## src/rtl/brk_flag_clr_pkg.sv

```systemverilog
package brk_flag_clr_pkg;
  typedef enum logic [1:0] {
    REG_STAT = 2'd0,
    REG_DATA = 2'd1,
    REG_CTRL = 2'd2,
    REG_NONE = 2'd3
  } reg_sel_e;
endpackage

```

## src/rtl/brk_access_dec.sv

```systemverilog
module brk_access_dec
  import brk_flag_clr_pkg::*;
#(
  parameter int ADDR_W = 2
) (
  input  logic              rd_i,
  input  logic              wr_i,
  input  logic [ADDR_W-1:0] addr_i,
  input  logic              brk_i,
  input  logic              clr_en_i,
  output reg_sel_e          sel_o,
  output logic              arm_o,
  output logic              clr_o,
  output logic              ctrl_we_o
);
  logic sw_ok;

  always_comb begin
    case (addr_i)
      ADDR_W'(0): sel_o = REG_STAT;
      ADDR_W'(1): sel_o = REG_DATA;
      ADDR_W'(2): sel_o = REG_CTRL;
      default:    sel_o = REG_NONE;
    endcase
  end

  // software may touch flags unless halted with clearing locked
  assign sw_ok     = !brk_i || clr_en_i;
  assign arm_o     = sw_ok && rd_i && (sel_o == REG_STAT);
  assign clr_o     = sw_ok && (rd_i || wr_i) && (sel_o == REG_DATA);
  assign ctrl_we_o = wr_i && (sel_o == REG_CTRL);
endmodule

```

## src/rtl/brk_ctrl_reg.sv

```systemverilog
module brk_ctrl_reg (
  input  logic clk_i,
  input  logic rst_ni,
  input  logic we_i,
  input  logic wbit_i,
  output logic clr_en_o
);
  always_ff @(posedge clk_i or negedge rst_ni) begin
    if (!rst_ni)   clr_en_o <= 1'b0;
    else if (we_i) clr_en_o <= wbit_i;
  end
endmodule

```

## src/rtl/brk_flag_cell.sv

```systemverilog
module brk_flag_cell (
  input  logic clk_i,
  input  logic rst_ni,
  input  logic set_i,
  input  logic arm_i,
  input  logic clr_i,
  output logic flag_o,
  output logic armed_o
);
  always_ff @(posedge clk_i or negedge rst_ni) begin
    if (!rst_ni) begin
      flag_o  <= 1'b0;
      armed_o <= 1'b0;
    end else if (set_i) begin
      // new event wins, any half-done clear is forgotten
      flag_o  <= 1'b1;
      armed_o <= 1'b0;
    end else if (clr_i && armed_o) begin
      flag_o  <= 1'b0;
      armed_o <= 1'b0;
    end else if (arm_i && flag_o) begin
      armed_o <= 1'b1;
    end
  end
endmodule

```

## src/rtl/brk_flag_clr.sv

```systemverilog
module brk_flag_clr
  import brk_flag_clr_pkg::*;
#(
  parameter int NUM_FLAGS = 4,
  parameter int ADDR_W    = 2,
  parameter int DATA_W    = 8
) (
  input  logic                 clk_i,
  input  logic                 rst_ni,
  input  logic                 brk_i,
  input  logic [NUM_FLAGS-1:0] set_i,
  input  logic                 rd_i,
  input  logic                 wr_i,
  input  logic [ADDR_W-1:0]    addr_i,
  input  logic [DATA_W-1:0]    wdata_i,
  output logic [DATA_W-1:0]    rdata_o,
  output logic [NUM_FLAGS-1:0] flags_o
);
  localparam int PAD_W = DATA_W - NUM_FLAGS;

  reg_sel_e             sel;
  logic                 arm, clr, ctrl_we, clr_en_q;
  logic [NUM_FLAGS-1:0] armed_q;

  brk_access_dec #(.ADDR_W(ADDR_W)) u_dec (
    .rd_i     (rd_i),
    .wr_i     (wr_i),
    .addr_i   (addr_i),
    .brk_i    (brk_i),
    .clr_en_i (clr_en_q),
    .sel_o    (sel),
    .arm_o    (arm),
    .clr_o    (clr),
    .ctrl_we_o(ctrl_we)
  );

  brk_ctrl_reg u_ctrl (
    .clk_i   (clk_i),
    .rst_ni  (rst_ni),
    .we_i    (ctrl_we),
    .wbit_i  (wdata_i[0]),
    .clr_en_o(clr_en_q)
  );

  for (genvar i = 0; i < NUM_FLAGS; i++) begin : g_flag
    brk_flag_cell u_cell (
      .clk_i  (clk_i),
      .rst_ni (rst_ni),
      .set_i  (set_i[i]),
      .arm_i  (arm),
      .clr_i  (clr),
      .flag_o (flags_o[i]),
      .armed_o(armed_q[i])
    );
  end

  logic [DATA_W-1:0] stat_word, ctrl_word;
  if (PAD_W > 0) begin : g_pad
    assign stat_word = {{PAD_W{1'b0}}, flags_o};
  end else begin : g_nopad
    assign stat_word = flags_o[DATA_W-1:0];
  end
  assign ctrl_word = {{(DATA_W-1){1'b0}}, clr_en_q};

  always_comb begin
    rdata_o = '0;
    if (rd_i) begin
      case (sel)
        REG_STAT: rdata_o = stat_word;
        REG_CTRL: rdata_o = ctrl_word;
        default:  rdata_o = '0;
      endcase
    end
  end
endmodule

```

## config.mk

```make
export PLATFORM = sky130hd
export DESIGN_NAME = brk_flag_clr
export DESIGN_NICKNAME = d
export VERILOG_FILES = /design/src/rtl/brk_flag_clr_pkg.sv /design/src/rtl/brk_access_dec.sv /design/src/rtl/brk_ctrl_reg.sv /design/src/rtl/brk_flag_cell.sv /design/src/rtl/brk_flag_clr.sv
export SDC_FILE = /design/constraint.sdc
export NUM_CORES = 1
export LEC_CHECK = 0
export ABC_AREA = 1
export BUFFER_PORTS_ARGS = -buffer_cell sky130_fd_sc_hd__buf_2
export CAP_MARGIN = 20
export CORE_AREA = 4 4 41 43
export DETAILED_ROUTE_END_ITERATION = 8
export DIE_AREA = 0 0 45 47
export PLACE_DENSITY_LB_ADDON = 0.2
export SLEW_MARGIN = 10
export SYNTH_ARGS = -nofsm -noshare
export SYNTH_HDL_FRONTEND = slang
export SYNTH_HIERARCHICAL = 1
export SYNTH_SLANG_ARGS = --single-unit
```

## constraint.sdc

```tcl
create_clock -name clk_i -period 1.3 [get_ports clk_i]
set_clock_uncertainty 0.05 [all_clocks]
set_input_delay 0.065 -clock clk_i [delete_from_list [all_inputs] [get_ports clk_i]]
set_output_delay 0.065 -clock clk_i [all_outputs]
set_load 0.01 [all_outputs]
```

# Word level (Yosys, flattened, before mapping)
# Cells that the tools add are included.
# Widths: inputs -> output; s select.
dict set report op_classes {
  eq_ne 4
  muxes 23
  n_reduce_logical 26
}
# operator n
set op_table {}
lappend op_table {{$mux 1} 20}
lappend op_table {{$logic_and 1x1->1} 13}
lappend op_table {{$reduce_bool 3->1} 4}
lappend op_table {{$pmux 4 s2} 1}
lappend op_table {{$reduce_bool 2->1} 4}
lappend op_table {{$pmux 2 s3} 1}
lappend op_table {{$eq 2x1->1 const B} 2}
lappend op_table {{$eq 2x2->1 const B} 2}
lappend op_table {{$logic_not 2->1} 2}
lappend op_table {{$mux 4} 1}
lappend op_table {{$logic_or 1x1->1} 2}
lappend op_table {{$logic_not 1->1} 1}
dict set report totals {
  regBits 9
  in_bits 19
  out_inout_bits 12
  word_cells 62
}

# Depth between registers and ports, before layout
dict set report depth {
  word_depth 8
  depth_mapped 7
  mapped_depth_nobuf 7
}

# Hierarchy
# The synthesis kept the hierarchy.
# mod instances cells_each area_per_inst_um2 seq_area_each_um2
set modules_own_cells {}
lappend modules_own_cells {brk_flag_cell 4 9 77.6 50.0}
lappend modules_own_cells {brk_flag_clr 1 20 92.6 0.0}
lappend modules_own_cells {brk_access_dec 1 15 60.1 0.0}
lappend modules_own_cells {brk_ctrl_reg 1 5 40.0 25.0}

# Worst setup path before layout
# Ideal clock, no wire load.
dict set report synth_timing {
  path_kind {reg2reg}
  startpoint {register u_ctrl.clr_en_o}
  endpoint {register g_flag[1].u_cell.flag_o}
  setup_time_ps 117
  arrival_time_ps 828
  required_time_ps 1133
  slack_ps 306
  path_stages_with_launch 8
  path_buffers 0
  synth_period_minus_slack_ps 994
  path_cell_list {dfrtp_1 -> inv_1 -> nand2_1 -> nand2_1 -> nor2_1 -> nand2_1 -> nand2_1 -> nand2_1}
}
dict set report synth_between {
  elab_chain_cells 5
}
# item line
set synth_lines {}
lappend synth_lines {{start, declared} brk_ctrl_reg.sv:6} ;# output logic clr_en_o
lappend synth_lines {{start signal, assigned} brk_ctrl_reg.sv:10} ;# else if (we_i) clr_en_o <= wbit_i;
lappend synth_lines {{$logic_or 1x1->1} brk_access_dec.sv:28} ;# assign sw_ok = !brk_i || clr_en_i;
lappend synth_lines {{$logic_and 1x1->1 (2 in a row)} brk_access_dec.sv:30} ;# assign clr_o = sw_ok && (rd_i || wr_i) && (sel_o == REG_DATA);
lappend synth_lines {{net clr} brk_flag_clr.sv:22} ;# logic arm, clr, ctrl_we, clr_en_q;
lappend synth_lines {{$logic_and 1x1->1} brk_flag_cell.sv:18} ;# end else if (clr_i && armed_o) begin
lappend synth_lines {{$reduce_bool 2->1 (no line)} n/a}
lappend synth_lines {{end signal, assigned} brk_flag_cell.sv:12} ;# flag_o <= 1'b0;
lappend synth_lines {{end signal, assigned} brk_flag_cell.sv:16} ;# flag_o <= 1'b1;
lappend synth_lines {{end signal, assigned} brk_flag_cell.sv:19} ;# flag_o <= 1'b0;
lappend synth_lines {{end, declared} brk_flag_cell.sv:7} ;# output logic flag_o,
# The timed path passes the listed nets, and every way through them passes these cells.
# A chain may end at the register's enable or synchronous reset.

# Final worst setup path
dict set report layout_timing {
  startpoint {register g_flag[0].u_cell.flag_o}
  endpoint {output rdata_o[0]}
}
dict set report layout_between {
  elab_chain_cells 2
}
# item line
set layout_lines {}
lappend layout_lines {{start, declared} brk_flag_cell.sv:7}
lappend layout_lines {{start signal, assigned} brk_flag_cell.sv:12}
lappend layout_lines {{start signal, assigned} brk_flag_cell.sv:16}
lappend layout_lines {{start signal, assigned} brk_flag_cell.sv:19}
lappend layout_lines {{$pmux 4 s2} brk_flag_clr.sv:68} ;# case (sel)
lappend layout_lines {{$mux 4} brk_flag_clr.sv:67} ;# if (rd_i) begin
lappend layout_lines {{end, declared} brk_flag_clr.sv:16} ;# output logic [DATA_W-1:0] rdata_o,
# No other way between the ends.

==> impl_metrics.env <==
export IMPL_count_of_pins_over_their_slew_limit=0
export IMPL_antenna_cells=0
export IMPL_yosys_register_bits=9
export IMPL_detail_route_drc_violations=0
export IMPL_height_of_the_die_um=47
export IMPL_nNetsFinal=122
export IMPL_synth_largest_area_cell="sky130_fd_sc_hd__dfrtp_1"
export IMPL_std_cell_rows=13
export IMPL_numCtsBuffers=3
export IMPL_synth_top_cell_area_share_pct=44.78
export IMPL_finalWorstPathRequiredPeriod_ns=1.102
export IMPL_maxCapViolations=0
export IMPL_number_of_standard_cells_after_synthesis=76
export IMPL_clock_tree_htree_level_count=1
export IMPL_globalRouteTotalUtil_pct=11.80
export IMPL_postSynth_topFlopCell="sky130_fd_sc_hd__dfrtp_1"
export IMPL_vdd_drop_max_mv=0.4714
export IMPL_die_area_um2=2115
export IMPL_fp_coreArea_um2=1301
export IMPL_synth_edf_count=0
export IMPL_synthTopCellsByArea="sky130_fd_sc_hd__dfrtp_1, sky130_fd_sc_hd__nand2_1, sky130_fd_sc_hd__inv_1"
export IMPL_postSynthAreaPerCell_um2=6.618
export IMPL_cts_root_buf="sky130_fd_sc_hd__clkbuf_4"
export IMPL_post_place_ws_ns=0.1452
export IMPL_area_growth_syn_to_layout_pct=35.07
export IMPL_finalSetupTns_ns=0
export IMPL_avgRoutedWirePerCell_um=8.744
export IMPL_grt_pass1_wl_um=1690
export IMPL_synth_most_common_cell="sky130_fd_sc_hd__nand2_1"
export IMPL_vias=478
export IMPL_die_x_um=45
export IMPL_numClockSinks=9
export IMPL_clock_power_share_pct=34.0
export IMPL_nFillCells=131
export IMPL_drtPass1Iterations=3
export IMPL_p_total_mw=0.6162
export IMPL_synth_seq_area_share_pct=44.78
export IMPL_post_synth_most_frequent_cells="sky130_fd_sc_hd__nand2_1, sky130_fd_sc_hd__inv_1, sky130_fd_sc_hd__nor2_1"
export IMPL_setup_violations_final=0
export IMPL_clk_pin_slew_ns=0.06
export IMPL_syn_area_um2=503.0
export IMPL_timing_setup_critical_path_class="reg2out"
export IMPL_setup_worst_path_end_class="output port"
export IMPL_top_level_ports=31
export IMPL_remaining_overflow_grt=0
export IMPL_status="finished, final reports clean"
export IMPL_share_comb_of_total_power_pct=17.4
export IMPL_dp_hpwl_um=812
export IMPL_floorplan_initialDensity_pct=38.65
export IMPL_layout_worst_path_cycle_share_pct=84.75
export IMPL_clock_fmax_mhz=907.6
export IMPL_setup_worst_path_start_class="register"
export IMPL_powerDensity_nw_per_um2=907.0
export IMPL_layout_cell_share_with_drive_strength_beyond_1_pct=23.53
export IMPL_postCtsSetupBuffers=0
export IMPL_routed_via_density=4.085
export IMPL_antenna_found_initial=0
export IMPL_drt_iter0_markers=6
export IMPL_ant_nets=0
export IMPL_hold_fails_final_rpt=0
export IMPL_insertion_delay_ns=0.26
export IMPL_postRouteWirelength_um=1023
export IMPL_critical_path_peak_fanout=4
export IMPL_placement_io_buffers=19
export IMPL_swShare_pct=25.58
export IMPL_finalWeightedCongestion=0.7835
export IMPL_clock_tree_buffer_depth=2
export IMPL_asyncSetResetFlopFracSynth_pct=100.0
export IMPL_grt_start_max_net_pins=10
export IMPL_cts_tree="built"
export IMPL_grt_setup_unrepaired="false"
export IMPL_min_path_type="in2reg"
export IMPL_cp_arrival_ns=0.99
export IMPL_standard_cell_area_after_detailed_placement_um2=590.6
export IMPL_power_leakage_nw=0.4114
export IMPL_final_instance_area_um2=679.4
export IMPL_required_ns=1.19
export IMPL_vias_in_the_first_global_route=415
export IMPL_worst_slack_ns=0.1982
export IMPL_internal_power_mw=0.4586
export IMPL_synthesis_yosys_warnings=6
export IMPL_power_sequential_fraction_pct=48.7
export IMPL_netlist_cell_type_count=11
export IMPL_netSwitchingPower_mw=0.1576
layer usage:
layer | vias up | track usage (%) | routed length, um
li1 | 266 | - | -
met3 | 4 | 3.831 | 92
met4 | 0 | 10.53 | 17
met1 | 192 | 14.95 | 459
met5 | - | 0 | 0
met2 | 16 | 15.82 | 453
path summary, 6_finish.rpt:
check	startpoint	end	slack [ns]	cells past startpoint
max	g_flag[0].u_cell/flag_o$_DFFE_PN0P_	rdata_o[0]	0.20	5
min	addr_i[0]	u_ctrl/clr_en_o$_DFFE_PN0P_	0.09	4
max reg2reg	u_ctrl/clr_en_o$_DFFE_PN0P_	g_flag[1].u_cell/armed_o$_DFFE_PN0P_	0.20	6
min reg2reg	u_ctrl/clr_en_o$_DFFE_PN0P_	u_ctrl/clr_en_o$_DFFE_PN0P_	0.45	2
max in group asynchronous	rst_ni	g_flag[1].u_cell/flag_o$_DFFE_PN0P_	0.88	2
min in group asynchronous	rst_ni	g_flag[0].u_cell/armed_o$_DFFE_PN0P_	0.14	2
metrics by stage:
stage                     hold slack (ns)  utilization, %  std cells
after floorplan                   -0.2806               -         79
after detailed placement          -0.1246           45.38        107
after CTS                         0.08160           52.02        117
after global routing               0.1047           52.21        117
after global placement            -0.1194           45.38        107
final                             0.09365           52.21        117
cell families after synthesis:
| family | share of synthesized area, % |
|---|---|
| flops | 44.78 |
| compound gates | 3.980 |
| simple gates | 33.33 |
| other cells | 0.7456 |
| buf+inv | 17.17 |
what timing repair did:
| item | 4_1_cts | 5_1_grt |
|---|---|---|
| hold endpoints to repair | 17 | 0 |
| hold buffers | 6 | 0 |
| resized for setup | 0 | 1 |
| setup endpoints to repair | 0 | 3 |
power by group through the flow:
stage	sequential (mW)	clock, mW	combinational [mW]
floorplan	0.305	0	0.0651
global placement	0.305	0	0.0921
detailed placement	0.305	0	0.0926
CTS	0.300	0.221	0.107
global route	0.302	0.235	0.124
finish	0.300	0.209	0.107
flip-flops by register name, indices dropped and copies added, names as in the netlist:
register,cells
g_flag.u_cell/flag_o,4
u_ctrl/clr_en_o,1
g_flag.u_cell/armed_o,4
cell usage in the layout (no fill, tap or decap), drive strengths merged:
cell,count
a21oi,4
buf,19
clkbuf,4
conb,4
dfrtp,9
dlygate4sd3,6
inv,13
nand2,29
nor2,12
nor3,1
or2,1
critical path, cell delays in order (launching register included):
cell and delay, ns:
sky130_fd_sc_hd__dfrtp_1 0.37, sky130_fd_sc_hd__inv_1 0.05, sky130_fd_sc_hd__nand2_1 0.06, sky130_fd_sc_hd__nand2_1 0.05, sky130_fd_sc_hd__nor2_1 0.07, sky130_fd_sc_hd__buf_2 0.13
final cells by class:
class | count | area [um2] | area share [%]
tap | 15 | 18.77 | 2.762
multi-input combinational | 51 | 205.2 | 30.20
inverter | 13 | 48.80 | 7.182
clock buffer | 4 | 26.28 | 3.867
sequential | 9 | 225.2 | 33.15
timing repair buffer | 25 | 155.1 | 22.84
(Power assumes the default switching activity.)
